$ cat config.mk
export PLATFORM = sky130hd
export DESIGN_NAME = rob_commit_head
export DESIGN_NICKNAME = d
export VERILOG_FILES = /design/src/rtl/rch_pkg.sv /design/src/rtl/rch_scan.sv /design/src/rtl/rch_nonspec.sv /design/src/rtl/rch_stats.sv /design/src/rtl/rob_commit_head.sv
export SDC_FILE = /design/constraint.sdc
export NUM_CORES = 1
export LEC_CHECK = 0
export ABC_AREA = 1
export BUFFER_PORTS_ARGS = -buffer_cell sky130_fd_sc_hd__buf_2
export CORE_MARGIN = 1.5
export CORE_UTILIZATION = 30
export DETAILED_ROUTE_END_ITERATION = 16
export PLACE_DENSITY = 0.56
export SYNTH_ARGS = -nofsm -noshare
export SYNTH_HDL_FRONTEND = slang
export SYNTH_SLANG_ARGS = --single-unit
$ cat constraint.sdc
create_clock -name clk -period 2.5 [get_ports clk]
set_clock_uncertainty 0.05 [all_clocks]
set_input_delay 0.25 -clock clk [delete_from_list [all_inputs] [get_ports clk]]
set_output_delay 0.25 -clock clk [all_outputs]
set_load 0.005 [all_outputs]
$ cat src/rtl/rch_pkg.sv
package rch_pkg;
  // Bits needed to hold a count from 0 to n inclusive.
  function automatic int unsigned cnt_bits(input int unsigned n);
    return $clog2(n + 1);
  endfunction
endpackage

$ cat src/rtl/rch_scan.sv
module rch_scan #(
  parameter int WIDTH = 4,
  parameter int SEQ_W = 16,
  parameter int PW    = 3
) (
  input  logic                   stall,
  input  logic [WIDTH-1:0]       valid,
  input  logic [WIDTH-1:0]       done,
  input  logic [WIDTH-1:0]       nonspec,
  input  logic [WIDTH*SEQ_W-1:0] seq,
  output logic [PW-1:0]          pop,
  output logic [SEQ_W-1:0]       youngest,
  output logic                   full
);
  logic [WIDTH-1:0] ok;

  // Per-slot eligibility; slot 0 admits a non-speculative entry.
  for (genvar i = 0; i < WIDTH; i++) begin : g_ok
    if (i == 0) begin : g_head
      assign ok[i] = valid[i] & done[i];
    end else begin : g_tail
      assign ok[i] = valid[i] & done[i] & ~nonspec[i];
    end
  end

  always_comb begin
    logic go;
    go       = ~stall;
    pop      = '0;
    youngest = '0;
    for (int i = 0; i < WIDTH; i++) begin
      if (go && ok[i]) begin
        pop      = pop + PW'(1);
        youngest = seq[i*SEQ_W +: SEQ_W];
      end else begin
        go = 1'b0;
      end
    end
  end

  assign full = (pop == PW'(WIDTH));
endmodule

$ cat src/rtl/rch_nonspec.sv
module rch_nonspec #(
  parameter int SEQ_W = 16
) (
  input  logic             clk,
  input  logic             rst,
  input  logic             stall,
  input  logic             v0,
  input  logic             d0,
  input  logic             ns0,
  input  logic [SEQ_W-1:0] seq0,
  input  logic             head_retired,
  output logic             waiting,
  output logic             issue_vld,
  output logic [SEQ_W-1:0] issue_seq
);
  logic             sent;
  logic [SEQ_W-1:0] sent_seq;
  logic             fire;

  assign waiting = ~stall & v0 & ns0 & ~d0;
  assign fire    = waiting & ~(sent & (sent_seq == seq0));

  always_ff @(posedge clk) begin
    if (rst) begin
      sent      <= 1'b0;
      sent_seq  <= '0;
      issue_vld <= 1'b0;
      issue_seq <= '0;
    end else begin
      issue_vld <= fire;
      if (fire) begin
        issue_seq <= seq0;
        sent      <= 1'b1;
        sent_seq  <= seq0;
      end else if (head_retired) begin
        sent <= 1'b0;
      end
    end
  end
endmodule

$ cat src/rtl/rch_stats.sv
module rch_stats #(
  parameter int SEQ_W = 16,
  parameter int CNT_W = 32
) (
  input  logic             clk,
  input  logic             rst,
  input  logic             ns_wait,
  input  logic             full,
  input  logic             any_pop,
  input  logic [SEQ_W-1:0] youngest,
  output logic [CNT_W-1:0] ns_wait_cnt,
  output logic [CNT_W-1:0] full_cnt,
  output logic [SEQ_W-1:0] last_seq
);
  always_ff @(posedge clk) begin
    if (rst) begin
      ns_wait_cnt <= '0;
      full_cnt    <= '0;
      last_seq    <= '0;
    end else begin
      if (ns_wait) ns_wait_cnt <= ns_wait_cnt + CNT_W'(1);
      if (full)    full_cnt    <= full_cnt + CNT_W'(1);
      if (any_pop) last_seq    <= youngest;
    end
  end
endmodule

$ cat src/rtl/rob_commit_head.sv
module rob_commit_head #(
  parameter int WIDTH = 4,
  parameter int SEQ_W = 16,
  parameter int CNT_W = 32,
  localparam int PW   = rch_pkg::cnt_bits(WIDTH)
) (
  input  logic                   clk,
  input  logic                   rst,
  input  logic                   stall,
  input  logic [WIDTH-1:0]       head_valid,
  input  logic [WIDTH-1:0]       head_done,
  input  logic [WIDTH-1:0]       head_nonspec,
  input  logic [WIDTH*SEQ_W-1:0] head_seq,
  output logic [PW-1:0]          pop_cnt,
  output logic                   ns_issue_vld,
  output logic [SEQ_W-1:0]       ns_issue_seq,
  output logic [SEQ_W-1:0]       last_seq,
  output logic [CNT_W-1:0]       ns_wait_cnt,
  output logic [CNT_W-1:0]       full_cnt
);
  logic [SEQ_W-1:0] youngest;
  logic             full;
  logic             ns_wait;

  rch_scan #(.WIDTH(WIDTH), .SEQ_W(SEQ_W), .PW(PW)) u_scan (
    .stall    (stall),
    .valid    (head_valid),
    .done     (head_done),
    .nonspec  (head_nonspec),
    .seq      (head_seq),
    .pop      (pop_cnt),
    .youngest (youngest),
    .full     (full)
  );

  rch_nonspec #(.SEQ_W(SEQ_W)) u_ns (
    .clk          (clk),
    .rst          (rst),
    .stall        (stall),
    .v0           (head_valid[0]),
    .d0           (head_done[0]),
    .ns0          (head_nonspec[0]),
    .seq0         (head_seq[SEQ_W-1:0]),
    .head_retired (pop_cnt != '0),
    .waiting      (ns_wait),
    .issue_vld    (ns_issue_vld),
    .issue_seq    (ns_issue_seq)
  );

  rch_stats #(.SEQ_W(SEQ_W), .CNT_W(CNT_W)) u_stats (
    .clk         (clk),
    .rst         (rst),
    .ns_wait     (ns_wait),
    .full        (full),
    .any_pop     (pop_cnt != '0),
    .youngest    (youngest),
    .ns_wait_cnt (ns_wait_cnt),
    .full_cnt    (full_cnt),
    .last_seq    (last_seq)
  );
endmodule

Word-level counts from Yosys, hierarchy flattened
Index checks and enable logic that the tools add are counted.
- bits in registers: 98
- input bits: 79
- output and inout port bits: 100
- logic and storage cells: 50
- add/sub/neg operators: 5
- equality and inequality tests: 2
- mux-type cells: 13
- bitwise logic cells: 18
- reductions and logical operators: 6
- operator list (kind ; number):
    32-bit by 1-bit adder with 32-bit output (second input constant) ; 2
    16-bit 2-to-1 mux ; 4
    16-bit equality test ; 1
    1-bit AND ; 12
    3-bit 2-to-1 mux ; 3
    3-bit by 1-bit adder with 3-bit output (second input constant) ; 2
    1-bit 2-to-1 mux ; 6
    1-bit inverter ; 6
    1-bit logical AND ; 4
    3-bit equality test (second input constant) ; 1
    3-bit nonzero test ; 1
    1-bit by 1-bit adder with 2-bit output (second input constant) ; 1
    2-bit nonzero test ; 1

Depth between registers and ports, before layout
Gate-level depths: netlist (run 1).
- depth after elaboration: 12
- depth in mapped cells: 18
- depth with buffers taken out: 16

By module
From an unflattened synthesis (run 1), not the netlist that was laid out.
- cells, all modules: 953
- area, all modules: 6135.9 sq um
- by module, submodules not included (module ; instances ; cells each ; area each (sq um) ; seq. area each (sq um)):
    rch_stats ; 1 ; 611 ; 4041.4 ; 1601.5
    rch_nonspec ; 1 ; 178 ; 1131.1 ; 360.3
    rch_scan ; 1 ; 161 ; 952.2 ; 0.0
    rob_commit_head ; 1 ; 3 ; 11.3 ; 0.0

Worst setup path after synthesis (run 1)
No wires, ideal clock.
- path kind: input -> register
- start: in stall
- end: reg u_stats.full_cnt[4]
- library setup time: 132 ps
- data arrival time: 2303 ps
- required time: 2318 ps
- slack: 15 ps
- stages on the path: 16
- buffers on the path: 2
- cell sequence: inv_2 > nand3_2 > nor2_4 > clkbuf_1 > ha_1 > nand3_1 > inv_1 > nor2_1 > ha_1 > nand2_1 > nand2_2 > nor2_8 > nand2_4 > buf_6 > nand2_1 > a21oi_1
- word-level cells in the longest chain between the ends: 10
- elaborated cells on any way between the ends: 16
- those cells by class: 3 x add/sub; 1 x eq/ne; 7 x mux; 1 x bitwise; 4 x reduce/logical
- ends and longest elaborated chain (item ; RTL line ; RTL):
    start, declared ; rob_commit_head.sv:9 ; input logic stall,
    1-bit inverter (*) ; rch_scan.sv:28 ; go = ~stall;
    1-bit logical AND ; rch_scan.sv:32 ; if (go && ok[i]) begin
    1-bit 2-to-1 mux ; rch_scan.sv:32 ;
    1-bit by 1-bit adder with 2-bit output or 1-bit logical AND (tied branches) ; rch_scan.sv:33, rch_scan.sv:32 ;
    3-bit 2-to-1 mux or 1-bit 2-to-1 mux (tied branches) ; rch_scan.sv:32 ;
    3-bit by 1-bit adder with 3-bit output or 1-bit logical AND (tied branches) ; rch_scan.sv:33, rch_scan.sv:32 ;
    3-bit 2-to-1 mux or 1-bit 2-to-1 mux (tied branches) ; rch_scan.sv:32 ;
    3-bit by 1-bit adder with 3-bit output or 1-bit logical AND (tied branches) ; rch_scan.sv:33, rch_scan.sv:32 ;
    3-bit 2-to-1 mux (*) ; rch_scan.sv:32 ;
    via pop_cnt[1] ; rob_commit_head.sv:14 ; output logic [PW-1:0] pop_cnt,
    3-bit equality test (*) ; rch_scan.sv:41 ; assign full = (pop == PW'(WIDTH));
    end signal, assigned ; rch_stats.sv:22 ; if (full) full_cnt <= full_cnt + CNT_W'(1);
    end, declared ; rch_stats.sv:12 ; output logic [CNT_W-1:0] full_cnt,
Mark *: on every way through the listed nets, which the timed path passes. The rest lies on a longest branch.
A chain may end at the register's enable or synchronous reset.

Final worst setup path (run 1)
- start: in stall
- end: out pop_cnt[2]
- word-level cells in the longest chain between the ends: 9
- elaborated cells on any way between the ends: 15
- those cells by class: 3 x add/sub; 7 x mux; 1 x bitwise; 4 x reduce/logical
- ends and longest elaborated chain (item ; RTL line):
    1-bit inverter (*) ; rch_scan.sv:28
    1-bit logical AND ; rch_scan.sv:32
    1-bit 2-to-1 mux ; rch_scan.sv:32
    1-bit by 1-bit adder with 2-bit output or 1-bit logical AND (tied branches) ; rch_scan.sv:33, rch_scan.sv:32
    3-bit 2-to-1 mux or 1-bit 2-to-1 mux (tied branches) ; rch_scan.sv:32
    3-bit by 1-bit adder with 3-bit output or 1-bit logical AND (tied branches) ; rch_scan.sv:33, rch_scan.sv:32
    3-bit 2-to-1 mux or 1-bit 2-to-1 mux (tied branches) ; rch_scan.sv:32
    3-bit by 1-bit adder with 3-bit output or 1-bit logical AND (tied branches) ; rch_scan.sv:33, rch_scan.sv:32
    3-bit 2-to-1 mux (*) ; rch_scan.sv:32
    end, declared ; rob_commit_head.sv:14
Mark *: on every way between the ends. The rest lies on a longest branch, timed or not.

==> reports/metrics.cfg, run 1 <==
[power_and_ir_drop]
cellPowerDensity_nw_per_um2 = 439
p_int_mw = 2.52
p_sw_uw = 854
p_seq_frac = 0.475
finalPower_mw = 3.38
clkPwrFrac = 0.434
power_frac_comb = 0.091
p_leak_nw = 3.33
sw_frac_of_total = 0.253
ir_drop_v = 0.000320

[worst_setup_path]
path_cells = buf_2 -> inv_2 -> nand3_2 -> nor2_4 -> ha_1 -> nand3_1 -> inv_1 -> nor2_1 -> ha_1 -> inv_1 -> o21ai_0 -> nand2_1 -> buf_2
path_delay_family = simple AND/OR/NAND/NOR gates
r2r_setup_slack_ns = 0.50
crit_required_ns = 2.20
path_class = input port to primary output
arrival_ns = 1.93
r2r_start = u_stats.ns_wait_cnt[0]
r2r_cells = 10
slowest_delay_ns = 0.28
critPathMaxFanout = 4
end_kind = primary output
start_kind = input port
timing.critical_path.buf_inv = 5
slowest_stage = ha_1
r2r-end = u_stats.ns_wait_cnt[22]

[route]
drc_errors = 0
vias = 6890
drt_pass1_iterations = 5
antenna_left = 0
drt_wl_total_um = 21100
first_iter_violations = 386
via_per_inst = 4.79
wl_per_cell_um = 14.6

[worst_hold_path]
worstHoldEndpoint = u_stats.full_cnt[0]
min_from = rst
hold_depth = 4
hp-class = input port to register

[global_route]
grt_pass1_wl_um = 33300
grtUsageTotal = 0.195
grt_pass1_vias = 6340
grt-ovfl-total = 0
grt_max_degree = 52
antenna_found_initial = 0

[cells_and_area]
regArea_um2 = 1960
syn2layout_area_growth_pct = 24.6
nNetsFinal = 1248
multi_input_area_um2 = 3610
drive_above_1_share = 0.199
fillers = 2257
antenna_cells = 0

[timing]
fmax_mhz = 448
slew_headroom = 0.597
min_period_ns = 2.23
finalSetupTns_ns = 0
setup_viol = 0
whs_ns = 0.137
period_share = 0.894
tightestPinTransition_ns = 0.603
rsz0062_at_grt = no
final_hold_viol_count = 0
final-max-slew-violation-count = 0
fin_ws_ns = 0.266

[yosys]
synth_edf_count = 0
synth_top_area_frac = 0.318
synth_commonest_cells = nand2_1, nor2_1, inv_1
ys_types = 39
netlist_area_um2 = 6170
synth_nets = 1078
yosysSeqAreaShare = 0.318
synth.yosys.warnings = 0
yosys-top-cells-area = dfxtp_1, nand2_1, nor2_1
avgSynthCellArea_um2 = 6.21
ys_seq_elements = 98
synthFlopType = dfxtp_1
yosysTopAreaCell = dfxtp_1
yosysMostFrequentCell = nand2_1
synthCells = 994
async_flop_share = 0

[die]
num_rows = 52
dieArea_um2 = 21400
ios = 179
die_w_um = 146
core_um2 = 20200
floorplan.initialDensity = 0.306
die_h_um = 146

[run_status]
outcome = completed

[placement]
io_buffer_count = 178
post-place-ws_ns = 0.0908
hpwl_um = 15900
place.gp.congestion = 0.886

[clock_network]
cts_made_buffers = 9
cts.sinks = 98
post_cts_resized = 0
htree_num_levels = 3
clockRootBuffer = clkbuf_16
ctsLongestPathBuffers = 2
cts_hold_buf = 0
cts_tree = done
clkTransAtPathRegs_ns = 0.07
cts_setup_buffers = 0
insertion_delay_ns = 0.36

[run]
cap_violations = 0

-- through the flow --
stage	area [um^2]	utilization	instances
6_report	7690	0.381	1439
3_3_place_gp	7390	0.367	1423
4_1_cts	7690	0.381	1439
2_1_floorplan	6170	-	994
5_1_grt	7690	0.381	1439
3_5_place_dp	7390	0.367	1423
-- cells in the final DEF (no fill, tap or decap), types with 2 or more instances in the layout --
cell type  synthesis  layout
xor2_1            12      12
a31oi_1            4       4
or2_2              3       3
o21ai_0           29      29
nand2_1          290     290
buf_12             0       3
nand3_1           74      74
and3_1             2       2
nand3b_1          11      11
o211ai_1          22      22
dfxtp_1           98      98
xnor2_1           13      13
nand2_2            3       3
nor3_1            27      27
clkbuf_1          28       3
buf_4              0      18
ha_1               5       5
nand4_1           12      12
o21a_1             2       2
nand3_2            2       2
o31ai_1           10      10
buf_2              4     178
o21ai_1            2       2
clkbuf_16          0       9
nor2_1           126     126
nand3_4            2       2
nor2_4             3       3
nor2_2             3       3
a21oi_1           87      87
inv_1            102     102
-- worst max path at each step --
stage / from / endpoint / slack [ns] / depth (start not counted)
final: stall / pop_cnt[2] / 0.27 / 13
after floorplan: stall / u_stats.full_cnt[4] / 0.01 / 16
after global routing: stall / pop_cnt[2] / 0.11 / 14
after CTS: head_done[0] / pop_cnt[2] / 0.25 / 12
after global placement: head_done[0] / u_stats.full_cnt[24] / 0.09 / 14
after detailed placement: head_done[0] / u_stats.full_cnt[20] / 0.09 / 14
-- power groups by stage --
stage / Sequential (mW) / Clock [mW] / Combinational (mW)
after floorplan: 1.64 / 0 / 0.157
after global placement: 1.64 / 0 / 0.311
after detailed placement: 1.64 / 0 / 0.311
after CTS: 1.60 / 1.52 / 0.312
after global routing: 1.61 / 1.57 / 0.343
final: 1.60 / 1.47 / 0.309
-- state kept, by name (all words and copies together), names as in the netlist --
name                 flops
u_ns.issue_seq          16
u_stats.full_cnt        32
u_stats.ns_wait_cnt     32
u_ns.issue_vld           1
u_stats.last_seq        16
u_ns.sent                1
-- metal layers --
layer / vias to the layer above / part of all wire / global-route usage
li1: 3545 / - / -
met1: 3080 / 0.44 / 0.253
met2: 237 / 0.46 / 0.324
met3: 28 / 0.071 / 0.0397
met4: 0 / 0.021 / 0.0631
met5: - / 0 / 0
-- worst min-delay path: stages --
cell and delay [ns]:
buf_2 0.09, inv_1 0.06, nand2_1 0.06, nor2_1 0.03
-- area by class of cell --
type                    instances  area share
inverters                     105      0.0514
repair buffers                199       0.141
multi-input cells             751       0.470
clock buffers                  13      0.0325
well taps                     270      0.0439
flip-flops and latches         98       0.255
clock inverters                 3     0.00602
-- logic make-up after synthesis --
| logic type | after synthesis | synth area share |
|---|---|---|
| compound gates | 157 | 0.143 |
| xor+xnor | 25 | 0.0355 |
| fa+ha+maj | 5 | 0.0101 |
| buf+inv | 145 | 0.0965 |
| flops | 98 | 0.318 |
| simple gates | 564 | 0.397 |
(Power assumes the default switching activity.)
==> inputs of run 2 (changes only) <==
--- a/config.mk
+++ b/config.mk
@@ -6,7 +6,9 @@
 export NUM_CORES = 1
 export LEC_CHECK = 0
 export ABC_AREA = 1
+export ABC_CLOCK_PERIOD_IN_PS = 2500
 export BUFFER_PORTS_ARGS = -buffer_cell sky130_fd_sc_hd__buf_2
+export CORE_ASPECT_RATIO = 1.5
 export CORE_MARGIN = 1.5
 export CORE_UTILIZATION = 30
 export DETAILED_ROUTE_END_ITERATION = 16
==> run 2 against run 1 <==
Sequential share of layout area rose by 0.083 points. Critical path depth did not move. Maximum frequency fell by 0.58%. Non-clock buffer count fell by 2. Clock power barely moved. Register-to-register slack got worse by 0.02 ns. Highest routed layer unchanged. Final cell count fell by 0.56%. Via count rose by 0.55%. Largest cell class unchanged.
==> reports/metrics.cfg, run 2 (same netlist as run 1, synthesis figures left out) <==
[worst_setup_path]
path_class = input port to primary output
r2r_cells = 10
start_kind = input port
r2r_start = u_stats.ns_wait_cnt[0]
r2r-end = u_stats.ns_wait_cnt[22]
endpoint = pop_cnt[2]
r2r_setup_slack_ns = 0.48
arrival_ns = 1.95
end_kind = primary output
critPathMaxFanout = 4
crit_required_ns = 2.20
critPathLaunch = head_nonspec[1]

[clock_network]
insertion_delay_ns = 0.36
cts_made_buffers = 9
post_cts_resized = 0
clockRootBuffer = clkbuf_16
clkTransAtPathRegs_ns = 0.07
cts_setup_buffers = 0
cts_tree = done
ctsLongestPathBuffers = 2
cts_hold_buf = 0
htree_num_levels = 3
cts.sinks = 98

[global_route]
antenna_found_initial = 0
grt_use_met1 = 0.212
met2_usage = 0.366
busiest_layer = met2
grt-ovfl-total = 0
grt_pass1_wl_um = 33200
met3_usage = 0.0451
grtUsageTotal = 0.197
grt_max_degree = 52
grt_pass1_vias = 6655

[timing]
period_share = 0.899
finalSetupTns_ns = 0
min_period_ns = 2.25
tightestPinTransition_ns = 0.626
setup_viol = 0
fmax_mhz = 445
slew_headroom = 0.583
rsz0062_at_grt = no
final_hold_viol_count = 0
final-max-slew-violation-count = 0

[worst_hold_path]
min_from = head_seq[58]
hp-class = input port to register

[placement]
hpwl_um = 16000
place.gp.congestion = 0.924
io_buffer_count = 178

[cells_and_area]
reg_top3 = u_stats.full_cnt (32), u_stats.ns_wait_cnt (32)
multi_input_area_um2 = 3610
nNetsFinal = 1246
regArea_um2 = 1960
syn2layout_area_growth_pct = 24.2
final_common_cell = nand2_1
antenna_cells = 0
most-common-layout-cells = nand2_1, buf_2, nor2_1
drive_above_1_share = 0.199
fillers = 2285

[route]
vias = 6928
first_iter_violations = 361
drt_wl_total_um = 20800
drt_pass1_iterations = 5
wl_per_cell_um = 14.6
via_per_inst = 4.84
drc_errors = 0
antenna_left = 0

[power_and_ir_drop]
p_leak_nw = 3.32
cellPowerDensity_nw_per_um2 = 442
finalPower_mw = 3.39
ir_drop_v = 0.000295

[die]
core_um2 = 20300
floorplan.initialDensity = 0.304
dieArea_um2 = 21400
ios = 179
die_w_um = 120
num_rows = 64
die_h_um = 179

[run]
cap_violations = 0

[run_status]
outcome = completed

run 2: through the flow:
| step | hold slack [ns] | setup slack [ns] | instance area, um^2 | util | std cells |
|---|---|---|---|---|---|
| 6_report | 0.154 | 0.253 | 7660 | 0.378 | 1431 |
| 5_1_grt | 0.186 | 0.0182 | 7660 | 0.378 | 1431 |
| 3_5_place_dp | 0.410 | 0.0535 | 7360 | 0.363 | 1415 |
| 3_3_place_gp | 0.414 | 0.0940 | 7360 | 0.363 | 1415 |
| 2_1_floorplan | 0.396 | 0.0149 | 6170 | - | 994 |
| 4_1_cts | 0.134 | 0.235 | 7660 | 0.378 | 1431 |
run 2: metal layers:
| layer | wire length (um) | vias to the layer above |
|---|---|---|
| met4 | 591 | 0 |
| li1 | - | 3563 |
| met2 | 10800 | 212 |
| met1 | 8140 | 3122 |
| met5 | 0 | - |
| met3 | 1340 | 31 |
run 2: worst min path at each step:
stage / endpoint / slack [ns] / depth (start not counted)
global placement: u_ns.sent / 0.41 / 2
detailed placement: u_ns.sent / 0.41 / 2
global route: u_stats.last_seq[12] / 0.19 / 5
CTS: u_stats.last_seq[10] / 0.13 / 5
floorplan: u_ns.sent / 0.40 / 2
finish: u_stats.last_seq[10] / 0.15 / 5
run 2: layout make-up:
type / count / area share
multi-input combinational: 751 / 0.471
inverter: 105 / 0.0516
timing repair buffer: 197 / 0.138
tap: 264 / 0.0431
sequential: 98 / 0.256
clock inverter: 3 / 0.00604
clock buffer: 13 / 0.0340
run 2: where the power goes:
group / switching [mW] / total (mW) / internal [mW]
registers: 0.0169 / 1.60 / 1.58
clock network: 0.654 / 1.49 / 0.837
logic: 0.174 / 0.299 / 0.125
total: 0.845 / 3.39 / 2.55
run 2: worst max-delay path, cell delays in order:
cell and delay [ns]:
buf_2 0.12, inv_1 0.05, nand3_1 0.14, nor2_4 0.12, ha_1 0.27, nand3_1 0.14
inv_1 0.07, nor2_1 0.10, ha_1 0.19, inv_1 0.07, o21ai_0 0.16, nand2_1 0.13
buf_2 0.16
==> inputs of run 3 (changes only) <==
--- a/config.mk
+++ b/config.mk
@@ -12,7 +12,7 @@
 export CORE_MARGIN = 1.5
 export CORE_UTILIZATION = 30
 export DETAILED_ROUTE_END_ITERATION = 16
-export PLACE_DENSITY = 0.56
+export PLACE_DENSITY_LB_ADDON = 0.25
 export SYNTH_ARGS = -nofsm -noshare
 export SYNTH_HDL_FRONTEND = slang
 export SYNTH_SLANG_ARGS = --single-unit
==> run 3 against run 2 <==
Cell area fell by 0.23%. Worst hold slack worse by 0.0096 ns. Die area unchanged.
==> reports/metrics.cfg, run 3 (same netlist as run 1, synthesis figures left out) <==
[clock_network]
post_cts_resized = 0
ctsLongestPathBuffers = 2
clkTransAtPathRegs_ns = 0.07
insertion_delay_ns = 0.36
cts_setup_buffers = 0
cts.sinks = 98
htree_num_levels = 3
cts_tree = done
cts_hold_buf = 0
cts_made_buffers = 9
clockRootBuffer = clkbuf_16

[placement]
place.gp.congestion = 0.964
io_buffer_count = 178
post-place-ws_ns = 0.0314
hpwl_um = 16800

[route]
via_per_inst = 4.85
wl_per_cell_um = 14.9
drt_wl_total_um = 21300
first_iter_violations = 335
vias = 6939
antenna_left = 0
drc_errors = 0
drt_pass1_iterations = 5

[global_route]
grt_max_degree = 52
grt-ovfl-total = 0
grt_pass1_wl_um = 33500
grtUsageTotal = 0.199
antenna_found_initial = 0
grt_pass1_vias = 6735

[die]
floorplan.initialDensity = 0.304
die_h_um = 179
die_w_um = 120
dieArea_um2 = 21400
ios = 179
core_um2 = 20300
num_rows = 64

[cells_and_area]
reg_top3 = u_stats.full_cnt (32), u_stats.ns_wait_cnt (32)
antenna_cells = 0
most-common-layout-cells = nand2_1, buf_2, nor2_1
syn2layout_area_growth_pct = 24.0
final_util = 0.377
drive_above_1_share = 0.201
final_common_cell = nand2_1
fillers = 2274
nNetsFinal = 1249

[timing]
finalSetupTns_ns = 0
final_hold_viol_count = 0
whs_ns = 0.145
period_share = 0.910
final-max-slew-violation-count = 0
slew_headroom = 0.592
min_period_ns = 2.27
tightestPinTransition_ns = 0.613
setup_viol = 0
fmax_mhz = 440
rsz0062_at_grt = no
fin_ws_ns = 0.225

[worst_setup_path]
crit_required_ns = 2.20
r2r-end = u_stats.full_cnt[30]
r2r_start = u_stats.full_cnt[1]
slowest_delay_ns = 0.28
slowest_stage = ha_1
critPathMaxFanout = 4
end_kind = primary output
start_kind = input port
r2r_cells = 10
path_class = input port to primary output
path_cells = buf_2 -> inv_2 -> nand3_2 -> nor2_4 -> ha_1 -> nand3_1 -> inv_1 -> nor2_1 -> ha_1 -> inv_1 -> nor2_1 -> nand2_1 -> nand2_1 -> buf_2
r2r_setup_slack_ns = 0.44
arrival_ns = 1.97

[run_status]
outcome = completed

[power_and_ir_drop]
cellPowerDensity_nw_per_um2 = 425
p_leak_nw = 3.33
ir_drop_v = 0.000283

[worst_hold_path]
hold_depth = 5
min_from = head_seq[51]
worstHoldEndpoint = u_stats.last_seq[3]
hp-class = input port to register

[run]
cap_violations = 0

-- run 3: cell types whose count changed in the layout (fill, tap and decap cells not counted), sizes merged --
cell and change:
clkinvlp -1, inv +1, buf +3, bufinv -1
clkbuf -3, clkinv +2
-- run 3: layer usage --
| metal | global-route usage | part of all wire | wire, um |
|---|---|---|---|
| met1 | 0.209 | 0.39 | 8400 |
| met2 | 0.370 | 0.51 | 10900 |
| met3 | 0.0358 | 0.048 | 1030 |
| met4 | 0.110 | 0.048 | 1020 |
| met5 | 0 | 0 | 0 |
-- run 3: area by class of cell --
cell class | instances | area, um^2 | share of cell area
multi-input combinational | 751 | 3610 | 0.472
sequential | 98 | 1960 | 0.257
timing repair buffer | 200 | 1080 | 0.141
inverter | 105 | 395 | 0.0517
tap | 264 | 330 | 0.0432
clock buffer | 10 | 239 | 0.0313
clock inverter | 4 | 27.5 | 0.00360
-- run 3: worst max path at each step --
stage	start	to	slack, ns	cells past startpoint
final	stall	pop_cnt[2]	0.23	14
after global routing	stall	pop_cnt[2]	0.03	13
after CTS	stall	pop_cnt[2]	0.23	13
after detailed placement	stall	u_stats.full_cnt[20]	0.03	15
after global placement	stall	u_stats.full_cnt[4]	0.09	15
after floorplan	stall	u_stats.full_cnt[4]	0.01	16
-- run 3: where the power goes --
group / switching [mW] / total [mW] / internal (mW)
Clock: 0.646 / 1.34 / 0.696
Combinational: 0.177 / 0.304 / 0.127
Sequential: 0.0182 / 1.60 / 1.58
Total: 0.841 / 3.25 / 2.41
-- run 3: worst max-delay path, delay by kind of cell --
family / cells / cell delay, ns
adders and majority gates: 2 / 0.46
buffers and inverters: 5 / 0.47
and+or+nand+nor: 7 / 0.79
-- run 3: per-stage QoR --
| stage | total power, mW | instances | area (um^2) |
|---|---|---|---|
| 2_1_floorplan | 1.79 | 994 | 6170 |
| 3_3_place_gp | 1.95 | 1418 | 7380 |
| 3_5_place_dp | 1.94 | 1418 | 7380 |
| 4_1_cts | 3.29 | 1432 | 7650 |
| 5_1_grt | 3.38 | 1432 | 7650 |
| 6_report | 3.25 | 1432 | 7650 |
